## src/rtl/sram_mon_pkg.sv

```systemverilog
package sram_mon_pkg;
    localparam int NUM_RULES = 5;

    typedef enum logic [2:0] {
        RULE_ADDR  = 3'd0,
        RULE_RECOV = 3'd1,
        RULE_WIDTH = 3'd2,
        RULE_DATA  = 3'd3,
        RULE_READ  = 3'd4
    } rule_e;

    // bits needed to hold the value v
    function automatic int lim_bits(input int v);
        return (v < 2) ? 1 : $clog2(v + 1);
    endfunction
endpackage

```

## src/rtl/sram_mon_sync.sv

```systemverilog
module sram_mon_sync #(
    parameter int W = 8,
    parameter logic [W-1:0] RST_VAL = '0
) (
    input  logic         clk,
    input  logic         rst_n,
    input  logic [W-1:0] d,
    output logic [W-1:0] q
);
    typedef struct packed {
        logic [W-1:0] s1;
        logic [W-1:0] s2;
    } st_t;

    st_t st_d, st_q;

    always_comb begin
        st_d    = st_q;
        st_d.s1 = d;
        st_d.s2 = st_q.s1;
    end

    always_ff @(posedge clk or negedge rst_n) begin
        if (!rst_n) st_q <= '{s1: RST_VAL, s2: RST_VAL};
        else        st_q <= st_d;
    end

    assign q = st_q.s2;
endmodule

```

## src/rtl/sram_mon_wr.sv

```systemverilog
module sram_mon_wr #(
    parameter int AW      = 15,
    parameter int DW      = 8,
    parameter int MIN_PW  = 6,
    parameter int MIN_REC = 4,
    parameter int SETUP   = 3,
    parameter int HOLD    = 2
) (
    input  logic          clk,
    input  logic          rst_n,
    input  logic          win,
    input  logic [AW-1:0] addr,
    input  logic [DW-1:0] data,
    output logic          ev_addr,
    output logic          ev_recov,
    output logic          ev_width,
    output logic          ev_data,
    output logic          wr_inc
);
    import sram_mon_pkg::*;

    localparam int PW_W = lim_bits(MIN_PW);
    localparam int RC_W = lim_bits(MIN_REC);
    localparam int SU_W = lim_bits(SETUP);
    localparam int HD_W = lim_bits(HOLD);
    localparam logic [PW_W-1:0] PW_LIM = PW_W'(MIN_PW);
    localparam logic [RC_W-1:0] RC_LIM = RC_W'(MIN_REC);
    localparam logic [SU_W-1:0] SU_LIM = SU_W'(SETUP);
    localparam logic [HD_W-1:0] HD_LIM = HD_W'(HOLD);

    typedef struct packed {
        logic            win;
        logic [AW-1:0]   addr;
        logic [DW-1:0]   data;
        logic [PW_W-1:0] wlen;
        logic [RC_W-1:0] gap;
        logic            seen;
        logic [SU_W-1:0] dage;
        logic [HD_W-1:0] hcnt;
        logic            bad;
    } st_t;

    st_t  st_d, st_q;
    logic start, fin, dchg, setup_bad, hold_bad;

    always_comb begin
        st_d      = st_q;
        st_d.win  = win;
        st_d.addr = addr;
        st_d.data = data;

        start = win & ~st_q.win;
        fin   = ~win & st_q.win;
        dchg  = (data != st_q.data);

        if (dchg)                 st_d.dage = '0;
        else if (st_q.dage != SU_LIM) st_d.dage = st_q.dage + SU_W'(1);

        if (start)                               st_d.wlen = PW_W'(1);
        else if (win && (st_q.wlen != PW_LIM))   st_d.wlen = st_q.wlen + PW_W'(1);

        if (win)                        st_d.gap = '0;
        else if (fin)                   st_d.gap = RC_W'(1);
        else if (st_q.gap != RC_LIM)    st_d.gap = st_q.gap + RC_W'(1);

        ev_addr   = win & st_q.win & (addr != st_q.addr);
        ev_recov  = start & st_q.seen & (st_q.gap < RC_LIM);
        ev_width  = fin & (st_q.wlen < PW_LIM);
        setup_bad = fin & (st_d.dage < SU_LIM);
        hold_bad  = (st_q.hcnt != '0) & dchg & ~fin;
        ev_data   = setup_bad | hold_bad;

        if (fin)                    st_d.hcnt = HD_LIM;
        else if (st_q.hcnt != '0)   st_d.hcnt = st_q.hcnt - HD_W'(1);

        if (start) st_d.bad = ev_recov;
        else       st_d.bad = st_q.bad | ev_addr;

        if (fin) st_d.seen = 1'b1;

        wr_inc = fin & ~st_q.bad & ~ev_width & ~setup_bad;
    end

    always_ff @(posedge clk or negedge rst_n) begin
        if (!rst_n) st_q <= '0;
        else        st_q <= st_d;
    end


    wlen_bound_chk: assert property (@(posedge clk) disable iff (!rst_n)
        st_q.win |-> (st_q.wlen != '0));

    recov_needs_prior_chk: assert property (@(posedge clk) disable iff (!rst_n)
        ev_recov |-> (st_q.seen && !st_q.win));
endmodule

```

## src/rtl/sram_mon_rd.sv

```systemverilog
module sram_mon_rd #(
    parameter int AW  = 15,
    parameter int ACC = 5
) (
    input  logic          clk,
    input  logic          rst_n,
    input  logic          rq,
    input  logic          sel_n,
    input  logic          en,
    input  logic [AW-1:0] addr,
    output logic          ev_read,
    output logic          rd_inc
);
    import sram_mon_pkg::*;

    localparam int AC_W = lim_bits(ACC);
    localparam logic [AC_W-1:0] AC_LIM = AC_W'(ACC);
    localparam logic [AC_W-1:0] AC_PRE = AC_W'(ACC - 1);

    typedef struct packed {
        logic            rq;
        logic            sel_n;
        logic            en;
        logic [AW-1:0]   addr;
        logic [AC_W-1:0] age;
    } st_t;

    st_t  st_d, st_q;
    logic restart;

    always_comb begin
        st_d       = st_q;
        st_d.rq    = rq;
        st_d.sel_n = sel_n;
        st_d.en    = en;
        st_d.addr  = addr;

        restart = rq & (~st_q.rq | (addr != st_q.addr));

        if (!rq)                        st_d.age = '0;
        else if (restart)               st_d.age = AC_W'(1);
        else if (st_q.age != AC_LIM)    st_d.age = st_q.age + AC_W'(1);

        rd_inc  = rq & ~restart & (st_q.age == AC_PRE);
        ev_read = st_q.rq & ~rq & ((sel_n != st_q.sel_n) | (en != st_q.en))
                & (st_q.age < AC_LIM);
    end

    always_ff @(posedge clk or negedge rst_n) begin
        if (!rst_n) st_q <= '0;
        else        st_q <= st_d;
    end


    read_age_chk: assert property (@(posedge clk) disable iff (!rst_n)
        rd_inc |=> (st_q.age == AC_LIM));
endmodule

```

## src/rtl/sram_mon_cnt.sv

```systemverilog
module sram_mon_cnt #(
    parameter int W = 16
) (
    input  logic         clk,
    input  logic         rst_n,
    input  logic         inc,
    output logic [W-1:0] cnt
);
    localparam logic [W-1:0] MAXV = '1;

    logic [W-1:0] cnt_d, cnt_q;

    always_comb begin
        cnt_d = cnt_q;
        if (inc && (cnt_q != MAXV)) cnt_d = cnt_q + W'(1);
    end

    always_ff @(posedge clk or negedge rst_n) begin
        if (!rst_n) cnt_q <= '0;
        else        cnt_q <= cnt_d;
    end

    assign cnt = cnt_q;


    sat_hold_chk: assert property (@(posedge clk) disable iff (!rst_n)
        (cnt_q == MAXV) |=> (cnt_q == MAXV));

    step_one_chk: assert property (@(posedge clk) disable iff (!rst_n)
        1'b1 |=> ((cnt_q == $past(cnt_q)) || (cnt_q == $past(cnt_q) + W'(1))));
endmodule

```

## src/rtl/sram_mon.sv

```systemverilog
module sram_mon #(
    parameter int AW      = 15,
    parameter int DW      = 8,
    parameter int MIN_PW  = 6,
    parameter int MIN_REC = 4,
    parameter int SETUP   = 3,
    parameter int HOLD    = 2,
    parameter int ACC     = 5,
    parameter int CNT_W   = 16
) (
    input  logic             clk,
    input  logic             rst_n,
    input  logic             clr_err_i,
    input  logic [AW-1:0]    addr_i,
    input  logic [DW-1:0]    data_i,
    input  logic             sel_n_i,
    input  logic             en_i,
    input  logic             wr_n_i,
    input  logic             oe_n_i,
    output logic [4:0]       err_flags_o,
    output logic             err_pulse_o,
    output logic [CNT_W-1:0] wr_cnt_o,
    output logic [CNT_W-1:0] rd_cnt_o
);
    import sram_mon_pkg::*;

    localparam int SW = AW + DW + 4;
    localparam logic [SW-1:0] SYNC_RST = {4'b1101, {(AW + DW){1'b0}}};

    logic [SW-1:0]        raw, syn;
    logic [AW-1:0]        s_addr;
    logic [DW-1:0]        s_data;
    logic                 s_sel_n, s_en, s_wr_n, s_oe_n;
    logic                 win, rq;
    logic                 ev_addr, ev_recov, ev_width, ev_data, ev_read;
    logic                 wr_inc, rd_inc;
    logic [NUM_RULES-1:0] ev;

    assign raw = {oe_n_i, wr_n_i, en_i, sel_n_i, data_i, addr_i};

    sram_mon_sync #(.W(SW), .RST_VAL(SYNC_RST)) u_sync (
        .clk(clk), .rst_n(rst_n), .d(raw), .q(syn)
    );

    assign {s_oe_n, s_wr_n, s_en, s_sel_n, s_data, s_addr} = syn;
    assign win = ~s_sel_n & s_en & ~s_wr_n;
    assign rq  = ~s_sel_n & s_en & s_wr_n & ~s_oe_n;

    sram_mon_wr #(
        .AW(AW), .DW(DW), .MIN_PW(MIN_PW), .MIN_REC(MIN_REC),
        .SETUP(SETUP), .HOLD(HOLD)
    ) u_wr (
        .clk(clk), .rst_n(rst_n), .win(win), .addr(s_addr), .data(s_data),
        .ev_addr(ev_addr), .ev_recov(ev_recov), .ev_width(ev_width),
        .ev_data(ev_data), .wr_inc(wr_inc)
    );

    sram_mon_rd #(.AW(AW), .ACC(ACC)) u_rd (
        .clk(clk), .rst_n(rst_n), .rq(rq), .sel_n(s_sel_n), .en(s_en),
        .addr(s_addr), .ev_read(ev_read), .rd_inc(rd_inc)
    );

    sram_mon_cnt #(.W(CNT_W)) u_wcnt (
        .clk(clk), .rst_n(rst_n), .inc(wr_inc), .cnt(wr_cnt_o)
    );

    sram_mon_cnt #(.W(CNT_W)) u_rcnt (
        .clk(clk), .rst_n(rst_n), .inc(rd_inc), .cnt(rd_cnt_o)
    );

    always_comb begin
        ev             = '0;
        ev[RULE_ADDR]  = ev_addr;
        ev[RULE_RECOV] = ev_recov;
        ev[RULE_WIDTH] = ev_width;
        ev[RULE_DATA]  = ev_data;
        ev[RULE_READ]  = ev_read;
    end

    typedef struct packed {
        logic [NUM_RULES-1:0] flags;
        logic                 pulse;
    } st_t;

    st_t st_d, st_q;

    always_comb begin
        st_d       = st_q;
        st_d.flags = (clr_err_i ? '0 : st_q.flags) | ev;
        st_d.pulse = |ev;
    end

    always_ff @(posedge clk or negedge rst_n) begin
        if (!rst_n) st_q <= '0;
        else        st_q <= st_d;
    end

    assign err_flags_o = st_q.flags;
    assign err_pulse_o = st_q.pulse;


    pulse_flag_chk: assert property (@(posedge clk) disable iff (!rst_n)
        err_pulse_o |-> (err_flags_o != '0));

    sticky_chk: assert property (@(posedge clk) disable iff (!rst_n)
        !clr_err_i |=> ((err_flags_o & $past(err_flags_o)) == $past(err_flags_o)));

    read_inc_qual_chk: assert property (@(posedge clk) disable iff (!rst_n)
        rd_inc |-> (!s_sel_n && s_en && s_wr_n && !s_oe_n));

    write_inc_end_chk: assert property (@(posedge clk) disable iff (!rst_n)
        wr_inc |-> (!win && $past(win)));
endmodule

```

## config.mk

```make
export PLATFORM = sky130hd
export DESIGN_NAME = sram_mon
export DESIGN_NICKNAME = d
export VERILOG_FILES = /design/src/rtl/sram_mon_pkg.sv /design/src/rtl/sram_mon_sync.sv /design/src/rtl/sram_mon_wr.sv /design/src/rtl/sram_mon_rd.sv /design/src/rtl/sram_mon_cnt.sv /design/src/rtl/sram_mon.sv
export SDC_FILE = /design/constraint.sdc
export NUM_CORES = 1
export LEC_CHECK = 0
export BUFFER_PORTS_ARGS = -buffer_cell sky130_fd_sc_hd__buf_4
export CORE_ASPECT_RATIO = 0.6
export CORE_MARGIN = 1
export CORE_UTILIZATION = 62
export CTS_CLUSTER_DIAMETER = 100
export DETAILED_ROUTE_END_ITERATION = 6
export GPL_TIMING_DRIVEN = 0
export HOLD_SLACK_MARGIN = 0.05
export PLACE_DENSITY = 0.84
export SLEW_MARGIN = 20
export SYNTH_ARGS = -nofsm -noshare
export SYNTH_HDL_FRONTEND = slang
export SYNTH_HIERARCHICAL = 1
export SYNTH_SLANG_ARGS = --single-unit
```

## constraint.sdc

```tcl
create_clock -name clk -period 5.8 [get_ports clk]
set_input_delay 0.87 -clock clk [delete_from_list [all_inputs] [get_ports clk]]
set_output_delay 0.87 -clock clk [all_outputs]
set_load 0.005 [all_outputs]
```

After elaboration in Yosys (flattened, before gate mapping)
Cells that the tools add are included.
Widths: inputs -> output; s select.

storage, ports and cells
  flip-flop bits (word level) = 134
  latch bits = 0
  memory bits (writable) = 0
  ROM bits = 0
  output and inout bits = 38
  word-level logic and storage cells = 104
  memories kept = 0

cells by class
  add/sub/neg operators = 7
  $mul = 0
  divide/modulo/power cells = 0
  order comparisons = 4
  equal/unequal tests = 12
  shifts and indexed selects = 0
  muxes and demuxes = 14
  bitwise logic cells = 40
  reductions and logical operators = 8

operators by type and width
  operator               count
  $add 16x1->16 const B  2
  $ne 16x16->1 const B   2
  $mux 3                 8
  $and 1x1->1            23
  $ne 15x15->1           1
  $ne 3x3->1 const B     4
  $not 1->1              12
  $add 3x1->3 const B    3
  $lt 3x3->1 const B     3
  $mux 2                 4
  $ne 8x8->1             1
  $reduce_bool 2->1      3
  $mux 5                 1
  $or 5x5->5             1
  $reduce_or 5->1        1
  $or 1x1->1             4
  $eq 3x3->1 const B     1
  $logic_and 1x1->1      3
  $reduce_bool 3->1      1
  $add 2x1->2 const B    1
  $lt 2x2->1 const B     1
  $ne 1x1->1             2
  $ne 2x2->1 const B     1
  $sub 2x1->2 const B    1
  $mux 1                 1

Depth between registers and ports, before layout
Gate-level depths: netlist of run 1.

  depth after elaboration = 10
  mapped depth = 8

By module
Netlist of run 1, hierarchy kept.

by module, submodules not included
  module         times used  cells each  area each (um2)  sequential area each (um2)
  sram_mon_cnt   2           72          859.6            400.4
  sram_mon_wr    1           123         1498.9           900.9
  sram_mon_sync  1           54          1358.8           1358.8
  sram_mon_rd    1           61          837.1            525.5
  sram_mon       1           17          224.0            150.1

Worst setup path before layout of run 1
Ideal clock, no wire load.

  kind = register to register
  start = register u_sync.st_q (netlist bit u_sync/q[12])
  end = register u_rcnt.cnt_q[5] (netlist: u_rcnt/cnt[5])
  setup time = 0.119 ns
  data arrival time = 2.376 ns
  required time = 5.681 ns
  path slack = 3.305 ns
  stages on the path, launching flop included = 9
  buffers on the path = 0
  path through = dfrtp_1 -> xnor2_1 -> nand4_1 -> or4_4 -> nor3_1 -> and3_1 -> and4_2 -> o211ai_1 -> o21a_1

between the ends
  cells in the longest elaborated chain, start to end = 7

ends and longest elaborated chain
  what                       line                 text
  start, declared            sram_mon_sync.sv:15  st_t st_d, st_q;
  start signal, assigned     sram_mon_sync.sv:24  if (!rst_n) st_q <= '{s1: RST_VAL, s2: RST_VAL};
  start signal, assigned     sram_mon_sync.sv:25  else st_q <= st_d;
  $ne 15x15->1               sram_mon_rd.sv:38    restart = rq & (~st_q.rq | (addr != st_q.addr));
  $or 1x1->1                 sram_mon_rd.sv:38
  $and 1x1->1                sram_mon_rd.sv:38
  $not 1->1                  sram_mon_rd.sv:44    rd_inc = rq & ~restart & (st_q.age == AC_PRE);
  $and 1x1->1 (2 in series)  sram_mon_rd.sv:44
  net rd_inc                 sram_mon.sv:36       logic wr_inc, rd_inc;
  $logic_and 1x1->1          sram_mon_cnt.sv:15   if (inc && (cnt_q != MAXV)) cnt_d = cnt_q + W'(1);
  end signal, assigned       sram_mon_cnt.sv:20   else cnt_q <= cnt_d;
  end, declared              sram_mon_cnt.sv:11   logic [W-1:0] cnt_d, cnt_q;

The timed path passes the listed nets, and every way through them passes these cells.
A chain may end at the register's enable or synchronous reset.

Worst setup path after layout of run 1
  start = register u_sync.st_q (netlist bit u_sync/q[0])
  end = register u_rcnt.cnt_q[14] (netlist: u_rcnt/cnt[14])

The elaborated chain is that of the path after synthesis.

==> results of run 1 <==
layout by cell type (no fill, tap or decap), types with 4 or more instances in the layout:
master,instances
dfstp_2,6
a21o_1,5
o21a_1,11
buf_4,66
dfrtp_1,143
clkbuf_1,4
ha_1,10
o21ai_0,8
clkbuf_16,17
a21oi_1,11
nand3_1,12
nor3_1,9
nand4_1,21
xor2_1,30
and3_1,4
xnor2_1,27
a31oi_1,7
clkbuf_8,6
nand2_1,18
nor2_1,11
inv_1,11
nor4_4,4
metrics by stage:
step                      area, um^2  worst slack (ps)  cells  total power, mW   util
after CTS                       6950              2650    611             2.50  0.803
after floorplan                 5640              3310    399             1.26      -
after detailed placement        6320              2780    579             1.35  0.730
after global placement          6280              2930    578             1.32  0.726
final                           6950              2610    611             2.48  0.803
after global routing            6950              2420    611             2.57  0.803
per-layer routing:
layer	share of wire	global-route usage
met3	0.048	0.0688
met4	0.027	0.141
met1	0.42	0.324
met5	0	0
met2	0.50	0.425
cell families after synthesis:
kind of cell,Yosys count
AOI/OAI and AO/OA,54
xor gates and xnor gates,57
adders and majority gates,10
buffers and inverters,14
DFF,149
muxes,4
and+or+nand+nor,111
cell type report:
cell class / instances / area [um^2]
sequential: 149 / 3740
buffer: 2 / 7.51
inverter: 12 / 45.0
clock inverter: 7 / 116
clock buffer: 25 / 515
timing repair buffer: 68 / 538
multi-input combinational: 236 / 1850
fill: 473 / 1710
tap: 112 / 140
report_power, final:
group / switching, mW / internal, mW
registers: 0.0430 / 1.11
clock network: 0.398 / 0.745
logic: 0.103 / 0.0866
registers in the layout, summed over array words and instances, names as in the netlist:
register and cells:
err_flags_o 5, u_wcnt/cnt 16, u_rcnt/cnt 16, err_pulse_o 1, u_sync/st_d 27, u_rd/st_q 21
u_wr/st_q 36, u_sync/q 27
worst paths after layout:
check / start / end / depth (start not counted)
worst max-delay path: u_sync/q[0] / u_rcnt/cnt[14] / 8
worst min-delay path: rst_n / u_sync/st_d[22] / 1
worst max register to register: u_sync/q[0] / u_rcnt/cnt[14] / 8
worst min register to register: u_sync/st_d[2] / u_sync/q[2] / 0
max in group asynchronous: rst_n / u_sync/q[25] / 2
min in group clk: u_sync/st_d[2] / u_sync/q[2] / 0
==> summary.md, run 1 <==
| Metric | Value |
|---|---|
| Outcome | finished with violations |
| Violated checks | design-rule violations |
| Total of buffers placed on input and output ports | 67 |
| Post-CTS setup buffer count | 0 |
| Antenna violations before repair | 0 |
| Most area-consuming cells after synthesis | dfrtp_1 63%, xor2_1 4.7%, xnor2_1 4.2% |
| Gate count after technology mapping | 399 |
| Count of endpoints failing hold in the final timing report | 0 |
| Die ar. | 9490 um^2 |
| Final period utilization | 0.551 |
| Number of cells upsized or downsized after cts | 0 |
| Post-Route WL | 11500 um |
| Proportion of layout cells with a drive suffix above 1 | 0.261 |
| Maximum number of pins on one net before global-route repair | 109 |
| Total inserted antenna cells | 0 |
| Placeable core region | 8650 um^2 |
| Bufs on Longest Clock Path | 2 |
| Die height | 75.9 um |
| Worst path arrival time | 3480 ps |
| Starting density of the core | 0.652 |
| I/O pins | 68 |
| Critical path cell sequence | xnor2_1, nand4_1, or4_4, nor3_1, nand2_1, nor4_4, nand4_1, xnor2_1 |
| Library cell occupying the most area in the post-synthesis netlist | dfrtp_1 |
| Worst hold slack | 335 ps |
| Total clock sinks | 149 |
| Area share of the leading cell type in the synthesized netlist | 0.635 |
| GRT Total Usage | 0.258 |
| Final count of negative-setup-slack endpoints | 0 |
| CTS H-Tree Depth | 4 |
| Compound-gate portion of the synthesized area | 0.0686 |
| Synthesized-area fraction occupied by adder cells | 0.0222 |
| Crit path max-delay family | simple AND/OR/NAND/NOR gates |
| Clock Skews | 9.17 ps |
| Cell with the biggest individual delay on the critical path | nor3_1 |
| Number of buffers inserted by hold repair at cts | 0 |
| Largest family of logic cells by synthesized area | simple AND/OR/NAND/NOR gates |
| # nets final | 526 |
| Reported leakage power | 3.24 nW |
| Post-route ant nets | 0 |
| Skew-Pair Late Insertion Delay | 410 ps |
| Unrepaired setup endpoints after global routing | no |
| Register bit count reported by yosys | 149 |
| Total clock buffers created by CTS | 17 |
| Site row count | 26 |
| Startpoint class of the critical path | flip-flop |
| Proportion of synthesized area in mux cells | 0.00755 |
| Width of the die | 125 um |
| Bufs and invs on worst path | 0 |
| Power density normalized to cell area | 357 nW/um^2 |
| Synth Area in XOR/XNOR | 0.0885 |
| Part of the Yosys area used for sequential elements | 0.663 |
| Slew at the pin with the worst max-slew slack | 846 ps |
| Most frequently used flop master after synthesis | dfrtp_1 |
| Register-to-register setup slack | 2610 ps |
| Max cap viols | 0 |
| Area growth syn-to-layout | 23.2% |
| Average wire per standard cell | 18.9 um |
| Number of distinct library cells after synthesis | 48 |
| DR vias/cell | 5.89 |
| Vias in the first global route | 3557 |
| Peak supply drop | 328 uV |
| Cell types with the highest counts after synthesis | 143 x dfrtp_1, 30 x xor2_1, 27 x xnor2_1 |
| CP Capture Type | flip-flop |
| First DRT Iteration DRCs | 292 |
| Highest achievable clock rate | 0.313 GHz |
| Max-slew violation count | 0 |
| Max transition margin | 0.432 |
| Count leader, synth | dfrtp_1 |
| CTS tree | built |
| Post-Syn Area | 5640 um^2 |
| Via count | 3596 |
| Post-route minimum period | 3190 ps |
| Final TNS setup | 0 ps |
| Maximum single-stage delay on the critical path | 680 ps |
| Synth Net Count | 439 |
| DRC violation count after routing | 2 |
| Count of flip-flops with a built-in enable after synthesis | 0 |
| Top fanout value on the critical path | 5 |
| Simple-Gate Fraction of Synth Area | 0.141 |
| Router iterations before antenna repair | 7 |
| Tightest Hold Check Type | in -> async |
| Worst EP required | 6090 ps |
| Congestion Overflow GR | 0 |
| Final weighted congestion of routability-driven global placement | 0.799 |
| Count of yosys warnings during synthesis | 6 |
| Mean area per synthesized cell | 14.1 um^2 |
| Async set-reset flop share out of synthesis | 1.00 |
| CTS clock-pin slew for the worst setup and hold paths | 60 ps |
| Master cell of the clock root buffer | clkbuf_16 |
| HPWL after detailed placement | 7290 um |
| Kind of critical path | reg -> reg |
| Wire length of the first global-routing pass | 17900 um |
(Power assumes the default switching activity.)
==> inputs of run 2 (changes only) <==
--- a/config.mk
+++ b/config.mk
@@ -8,12 +8,12 @@
 export BUFFER_PORTS_ARGS = -buffer_cell sky130_fd_sc_hd__buf_4
 export CORE_ASPECT_RATIO = 0.6
 export CORE_MARGIN = 1
-export CORE_UTILIZATION = 62
+export CORE_UTILIZATION = 58
 export CTS_CLUSTER_DIAMETER = 100
 export DETAILED_ROUTE_END_ITERATION = 6
 export GPL_TIMING_DRIVEN = 0
 export HOLD_SLACK_MARGIN = 0.05
-export PLACE_DENSITY = 0.84
+export PLACE_DENSITY = 0.8
 export SLEW_MARGIN = 20
 export SYNTH_ARGS = -nofsm -noshare
 export SYNTH_HDL_FRONTEND = slang
==> constraint.sdc (replaced) <==
create_clock -name clk -period 3.3 [get_ports clk]
set_input_delay 0.495 -clock clk [delete_from_list [all_inputs] [get_ports clk]]
set_output_delay 0.495 -clock clk [all_outputs]
set_load 0.005 [all_outputs]
==> summary.md, run 2 (synthesized netlist as in run 1, its figures left out) <==
| Metric | Value |
|---|---|
| Outcome | finished, final reports clean |
| Flip-flop count of the largest register, all copies and words added | 36 (unchanged) |
| Max-slew violation count | 0 (unchanged) |
| CTS H-Tree Depth | 4 (unchanged) |
| Reg with most FFs | u_wr/st_q |
| Max transition margin | 0.426 (-0.00529) |
| Worst path arrival time | 3410 ps (-70 ps) |
| Total inserted antenna cells | 0 (unchanged) |
| Width of the die | 129 um (+3.3%) |
| Most common cell after layout, fill and taps aside | dfrtp_1 |
| Register-to-register setup slack | 190 ps (-2420 ps) |
| I/O pins | 68 (unchanged) |
| Leading cell types in the layout, fill and taps excluded | 143 x dfrtp_1, 66 x buf_4, 30 x xor2_1 |
| # nets final | 527 (+0.19%) |
| Master cell of the clock root buffer | clkbuf_16 |
| Worst EP required | 3600 ps (-2490 ps) |
| Vias in the first global route | 3540 (-0.48%) |
| Total design power | 4.51 mW (+82%) |
| Final period utilization | 0.943 (+0.392) |
| Congestion Overflow GR | 0 (unchanged) |
| Proportion of layout cells with a drive suffix above 1 | 0.263 (+0.00200) |
| Fill cell count | 582 (+23%) |
| HPWL after detailed placement | 7000 um (-4.0%) |
| Final setup margin | 189 ps (-2420 ps) |
| Die ar. | 10100 um^2 (+6.7%) |
| First DRT Iteration DRCs | 293 (+0.34%) |
| Wire length of the first global-routing pass | 18200 um (+1.9%) |
| Top fanout value on the critical path | 5 (unchanged) |
| Max cap viols | 0 (unchanged) |
| Post-route ant nets | 0 (unchanged) |
| Final count of negative-setup-slack endpoints | 0 (unchanged) |
| Slew at the pin with the worst max-slew slack | 854 ps (+7.87 ps) |
| Highest achievable clock rate | 0.321 GHz (+2.7%) |
| Startpoint class of the critical path | flip-flop |
| Post-Route WL | 11000 um (-4.6%) |
| Count of endpoints failing hold in the final timing report | 0 (unchanged) |
| Pre-CTS setup slack | 360 ps (-2420 ps) |
| Router iterations before antenna repair | 5 (-2) |
| Site row count | 27 (+3.8%) |
| CTS clock-pin slew for the worst setup and hold paths | 60 ps (about the same) |
| CTS tree | built |
| Reported leakage power | 3.27 nW (+0.73%) |
| Area growth syn-to-layout | 24.5% |
| Bufs on Longest Clock Path | 2 (unchanged) |
| GRT Total Usage | 0.246 (-0.0114) |
| Number of buffers inserted by hold repair at cts | 1 (+1) |
| Post-CTS setup buffer count | 0 (unchanged) |
| Skew-Pair Late Insertion Delay | 410 ps (about the same) |
| Placeable core region | 9290 um^2 (+7.4%) |
| Antenna violations before repair | 0 (unchanged) |
| Area after detailed placement | 6340 um^2 (+0.36%) |
| CP Capture Type | flip-flop |
| Total clock buffers created by CTS | 17 (unchanged) |
| Die height | 78.4 um (+3.3%) |
| Post-route minimum period | 3110 ps (-82.5 ps) |
| Peak supply drop | 440 uV (+34%) |
| Kind of critical path | reg -> reg |
| Final TNS setup | 0 ps (unchanged) |
| Final weighted congestion of routability-driven global placement | 0.820 (+2.6%) |
| Total clock sinks | 149 (unchanged) |
| Total of buffers placed on input and output ports | 67 (unchanged) |
| Number of cells upsized or downsized after cts | 0 (unchanged) |
| Total non-filler cell area in the finished layout | 7020 um^2 (+1.0%) |
| Power density normalized to cell area | 643 nW/um^2 (+80%) |
| DRC violation count after routing | 0 (-2) |
| Unrepaired setup endpoints after global routing | no |
| Via count | 3491 (-2.9%) |
| DR vias/cell | 5.55 (-5.7%) |
| Tightest Hold Check Type | in -> reg |
| Starting density of the core | 0.607 (-0.0447) |
| Clock Skews | 14.6 ps (+5.46 ps) |
| Maximum number of pins on one net before global-route repair | 94 (-14%) |
| Average wire per standard cell | 17.5 um (-7.4%) |
[run 2: changes by cell type in the layout (fill, tap and decap cells not counted), sizes merged]
cell	change
clkbuf	-8
clkinvlp	-1
inv	+5
bufinv	+3
dlygate4sd3	+1
[run 2: area by class of cell]
| class | count | area, um^2 | share of cell area |
|---|---|---|---|
| flip-flops and latches | 149 | 3740 | 0.532 |
| multi-input cells | 236 | 1850 | 0.263 |
| repair buffers | 69 | 548 | 0.0781 |
| clock buffers | 17 | 425 | 0.0606 |
| clock inverters | 14 | 246 | 0.0351 |
| well taps | 130 | 163 | 0.0232 |
| inverters | 12 | 45.0 | 0.00642 |
| plain buffers | 2 | 7.51 | 0.00107 |
[run 2: path summary, 6_finish.rpt]
check / start / to / depth (start not counted)
worst max-delay path: u_sync/q[5] / u_rcnt/cnt[5] / 8
worst min-delay path: addr_i[2] / u_sync/st_d[2] / 1
worst max register to register: u_sync/q[5] / u_rcnt/cnt[5] / 8
worst min register to register: u_sync/st_d[4] / u_sync/q[4] / 0
max in group asynchronous: rst_n / u_sync/q[21] / 3
min in group asynchronous: rst_n / u_wr/st_q[30] / 2
[run 2: critical path, cell delays in order, from the launching register on]
cell,delay [ps]
dfrtp_1,440
xnor2_1,300
nand4_1,140
or4_4,560
nor3_1,600
and3_1,380
and4_2,310
o211ai_1,130
o21a_1,130
[run 2: routing by layer]
layer,vias to the layer above,global-route usage,wire [um]
li1,1600,-,-
met1,1786,0.332,5090
met2,97,0.387,5360
met3,8,0.0777,481
met4,0,0.0694,68
met5,-,0,0
[run 2: per-stage QoR]
step           utilization  hold WS, ps  std cells
2_1_floorplan            -          199        399
6_report             0.756          189        629
3_5_place_dp         0.682          335        597
3_3_place_gp         0.679          332        596
4_1_cts              0.756          176        629
5_1_grt              0.756          163        629
[run 2: report_power, final]
| group | switching, mW | internal [mW] |
|---|---|---|
| sequential | 0.0763 | 1.94 |
| clock | 0.752 | 1.43 |
| combinational | 0.164 | 0.150 |
==> inputs of run 3 (changes only) <==
--- a/config.mk
+++ b/config.mk
@@ -8,12 +8,12 @@
 export BUFFER_PORTS_ARGS = -buffer_cell sky130_fd_sc_hd__buf_4
 export CORE_ASPECT_RATIO = 0.6
 export CORE_MARGIN = 1
-export CORE_UTILIZATION = 58
+export CORE_UTILIZATION = 62
 export CTS_CLUSTER_DIAMETER = 100
 export DETAILED_ROUTE_END_ITERATION = 6
 export GPL_TIMING_DRIVEN = 0
 export HOLD_SLACK_MARGIN = 0.05
-export PLACE_DENSITY = 0.8
+export PLACE_DENSITY = 0.84
 export SLEW_MARGIN = 20
 export SYNTH_ARGS = -nofsm -noshare
 export SYNTH_HDL_FRONTEND = slang
==> constraint.sdc (replaced) <==
create_clock -name clk -period 3.7 [get_ports clk]
set_input_delay 0.555 -clock clk [delete_from_list [all_inputs] [get_ports clk]]
set_output_delay 0.555 -clock clk [all_outputs]
set_load 0.005 [all_outputs]
==> summary.md, run 3 (synthesized netlist as in run 1, its figures left out) <==
| Metric | Value |
|---|---|
| Antenna violations before repair | 0 (unchanged) |
| Post-CTS setup buffer count | 0 (unchanged) |
| Top fanout value on the critical path | 5 (unchanged) |
| Flip-flop count of the largest register, all copies and words added | 36 (unchanged) |
| Final period utilization | 0.864 (-0.0783) |
| DR vias/cell | 5.86 (+5.6%) |
| Power density normalized to cell area | 559 nW/um^2 (-13%) |
| Slew at the pin with the worst max-slew slack | 859 ps (+5.09 ps) |
| Worst hold path endpoint | u_sync/st_d[2] |
| Total clock sinks | 149 (unchanged) |
| Tightest Hold Check Type | in -> reg |
| Unrepaired setup endpoints after global routing | no |
| Count of endpoints failing hold in the final timing report | 0 (unchanged) |
| Startpoint class of the critical path | flip-flop |
| Congestion Overflow GR | 0 (unchanged) |
| Most common cell after layout, fill and taps aside | dfrtp_1 |
| Final weighted congestion of routability-driven global placement | 0.799 (-2.5%) |
| Beginning of the worst register-to-register path | u_sync/q[0] |
| Reg2Reg Depth | 8 (unchanged) |
| Crit path max-delay family | simple AND/OR/NAND/NOR gates |
| Worst hold path stage count | 1 (unchanged) |
| Via count | 3586 (+2.7%) |
| Clock Skews | 8.97 ps (-5.66 ps) |
| Bufs and invs on worst path | 0 (unchanged) |
| Register-to-register setup slack | 500 ps (+310 ps) |
| Peak supply drop | 513 uV (+17%) |
| Kind of critical path | reg -> reg |
| Worst hold slack | 249 ps (+60.6 ps) |
| Leading cell types in the layout, fill and taps excluded | 143 x dfrtp_1, 66 x buf_4, 30 x xor2_1 |
| Violated checks | design-rule violations |
| Final TNS setup | 0 ps (unchanged) |
| Total of buffers placed on input and output ports | 67 (unchanged) |
| Cell with the biggest individual delay on the critical path | nor3_1 |
| Maximum number of pins on one net before global-route repair | 109 (+16%) |
| Bufs on Longest Clock Path | 2 (unchanged) |
| Post-route minimum period | 3200 ps (+87.2 ps) |
| Final core occ | 0.804 (+0.0484) |
| Average wire per standard cell | 19.1 um (+9.2%) |
| Master cell of the clock root buffer | clkbuf_16 |
| CTS H-Tree Depth | 4 (unchanged) |
| GRT Total Usage | 0.260 (+0.0140) |
| Worst EP required | 3990 ps (+390 ps) |
| Total clock buffers created by CTS | 17 (unchanged) |
| Critical path cell sequence | xnor2_1, nand4_1, or4_4, nor3_1, nand2_1, nor4_4, nand4_1, xnor2_1 |
| Die height | 75.9 um (-3.2%) |
| Post-Route WL | 11700 um (+6.3%) |
| Router iterations before antenna repair | 7 (+2) |
| Worst path arrival time | 3480 ps (+70 ps) |
| CP Capture Type | flip-flop |
| Outcome | finished with violations |
| Max-slew violation count | 0 (unchanged) |
| Highest achievable clock rate | 0.313 GHz (-2.7%) |
| Max transition margin | 0.423 (-0.00342) |
| Critical R2R Capture | u_rcnt/cnt[14] |
| Post-route ant nets | 0 (unchanged) |
| DRC violation count after routing | 2 (+2) |
| Wire length of the first global-routing pass | 18000 um (-0.84%) |
| Number of cells upsized or downsized after cts | 0 (unchanged) |
| Maximum single-stage delay on the critical path | 660 ps (+60 ps) |
| Vias in the first global route | 3596 (+1.6%) |
| Placeable core region | 8650 um^2 (-6.9%) |
| Final count of negative-setup-slack endpoints | 0 (unchanged) |
| CTS clock-pin slew for the worst setup and hold paths | 60 ps (about the same) |
| Reported leakage power | 3.25 nW (-0.60%) |
| Reg with most FFs | u_wr/st_q |
| Die ar. | 9490 um^2 (-6.3%) |
| Site row count | 26 (-3.7%) |
| # nets final | 527 (unchanged) |
| Proportion of layout cells with a drive suffix above 1 | 0.260 (-0.00253) |
| Max cap viols | 0 (unchanged) |
| Starting density of the core | 0.652 (+0.0447) |
| First DRT Iteration DRCs | 273 (-6.8%) |
| Worst setup path startpoint | u_sync/q[0] |
| Startpoint of the tightest hold check path | addr_i[2] |
| Total inserted antenna cells | 0 (unchanged) |
| CTS tree | built |
| HPWL after detailed placement | 7290 um (+4.1%) |
| I/O pins | 68 (unchanged) |
| Area growth syn-to-layout | 23.4% |
| Width of the die | 125 um (-3.2%) |
| Skew-Pair Late Insertion Delay | 410 ps (about the same) |
==> run 3: cell count changes in the layout (fill, tap and decap cells not counted) <==
cell / previous run / this run
clkbuf_8: 0 / 6
inv_6: 5 / 0
bufinv_16: 6 / 3
clkbuf_1: 2 / 4
clkinv_2: 1 / 2
clkinv_4: 2 / 1
clkinvlp_4: 0 / 1
==> run 3: layout make-up <==
type | count | area, um^2
Clock buffer | 25 | 515
Buffer | 2 | 7.51
Multi-Input combinational cell | 236 | 1850
Inverter | 12 | 45.0
Fill cell | 467 | 1700
Sequential cell | 149 | 3740
Timing Repair Buffer | 69 | 548
Clock inverter | 7 | 116
Tap cell | 112 | 140
==> run 3: timing repair <==
item                                    in CTS  in global routing
endpoints found under the setup margin       0                  0
hold buffers                                 1                  0
endpoints found under the hold margin       41                  0
==> run 3: how the worst max path moves through the flow <==
stage                          end  slack, ps  depth (start not counted)
floorplan            u_rcnt/cnt[5]       1210                          8
global placement    u_rcnt/cnt[14]        830                          8
detailed placement  u_rcnt/cnt[14]        680                          8
CTS                 u_rcnt/cnt[14]        550                          8
global route        u_rcnt/cnt[14]        320                          8
finish              u_rcnt/cnt[14]        500                          8
==> run 3: power by group <==
group	internal (mW)	total (mW)	switching (mW)
combinational	0.136	0.299	0.163
sequential	1.73	1.80	0.0677
clock	1.17	1.79	0.621
==> run 3: stage by stage <==
| step | instance area [um^2] | power, mW | cells | setup WS (ps) |
|---|---|---|---|---|
| 2_1_floorplan | 5640 | 1.97 | 399 | 1210 |
| 3_5_place_dp | 6320 | 2.11 | 579 | 676 |
| 6_report | 6960 | 3.89 | 612 | 502 |
| 3_3_place_gp | 6280 | 2.08 | 578 | 833 |
| 4_1_cts | 6960 | 3.92 | 612 | 547 |
| 5_1_grt | 6960 | 4.03 | 612 | 318 |
==> run 3: metal layers <==
| metal | wire (um) | GRT usage | share of wire | up-vias |
|---|---|---|---|---|
| met4 | 247 | 0.141 | 0.021 | 0 |
| li1 | - | - | - | 1608 |
| met2 | 5960 | 0.433 | 0.51 | 115 |
| met1 | 4940 | 0.325 | 0.42 | 1833 |
| met5 | 0 | 0 | 0 | - |
| met3 | 536 | 0.0688 | 0.046 | 30 |
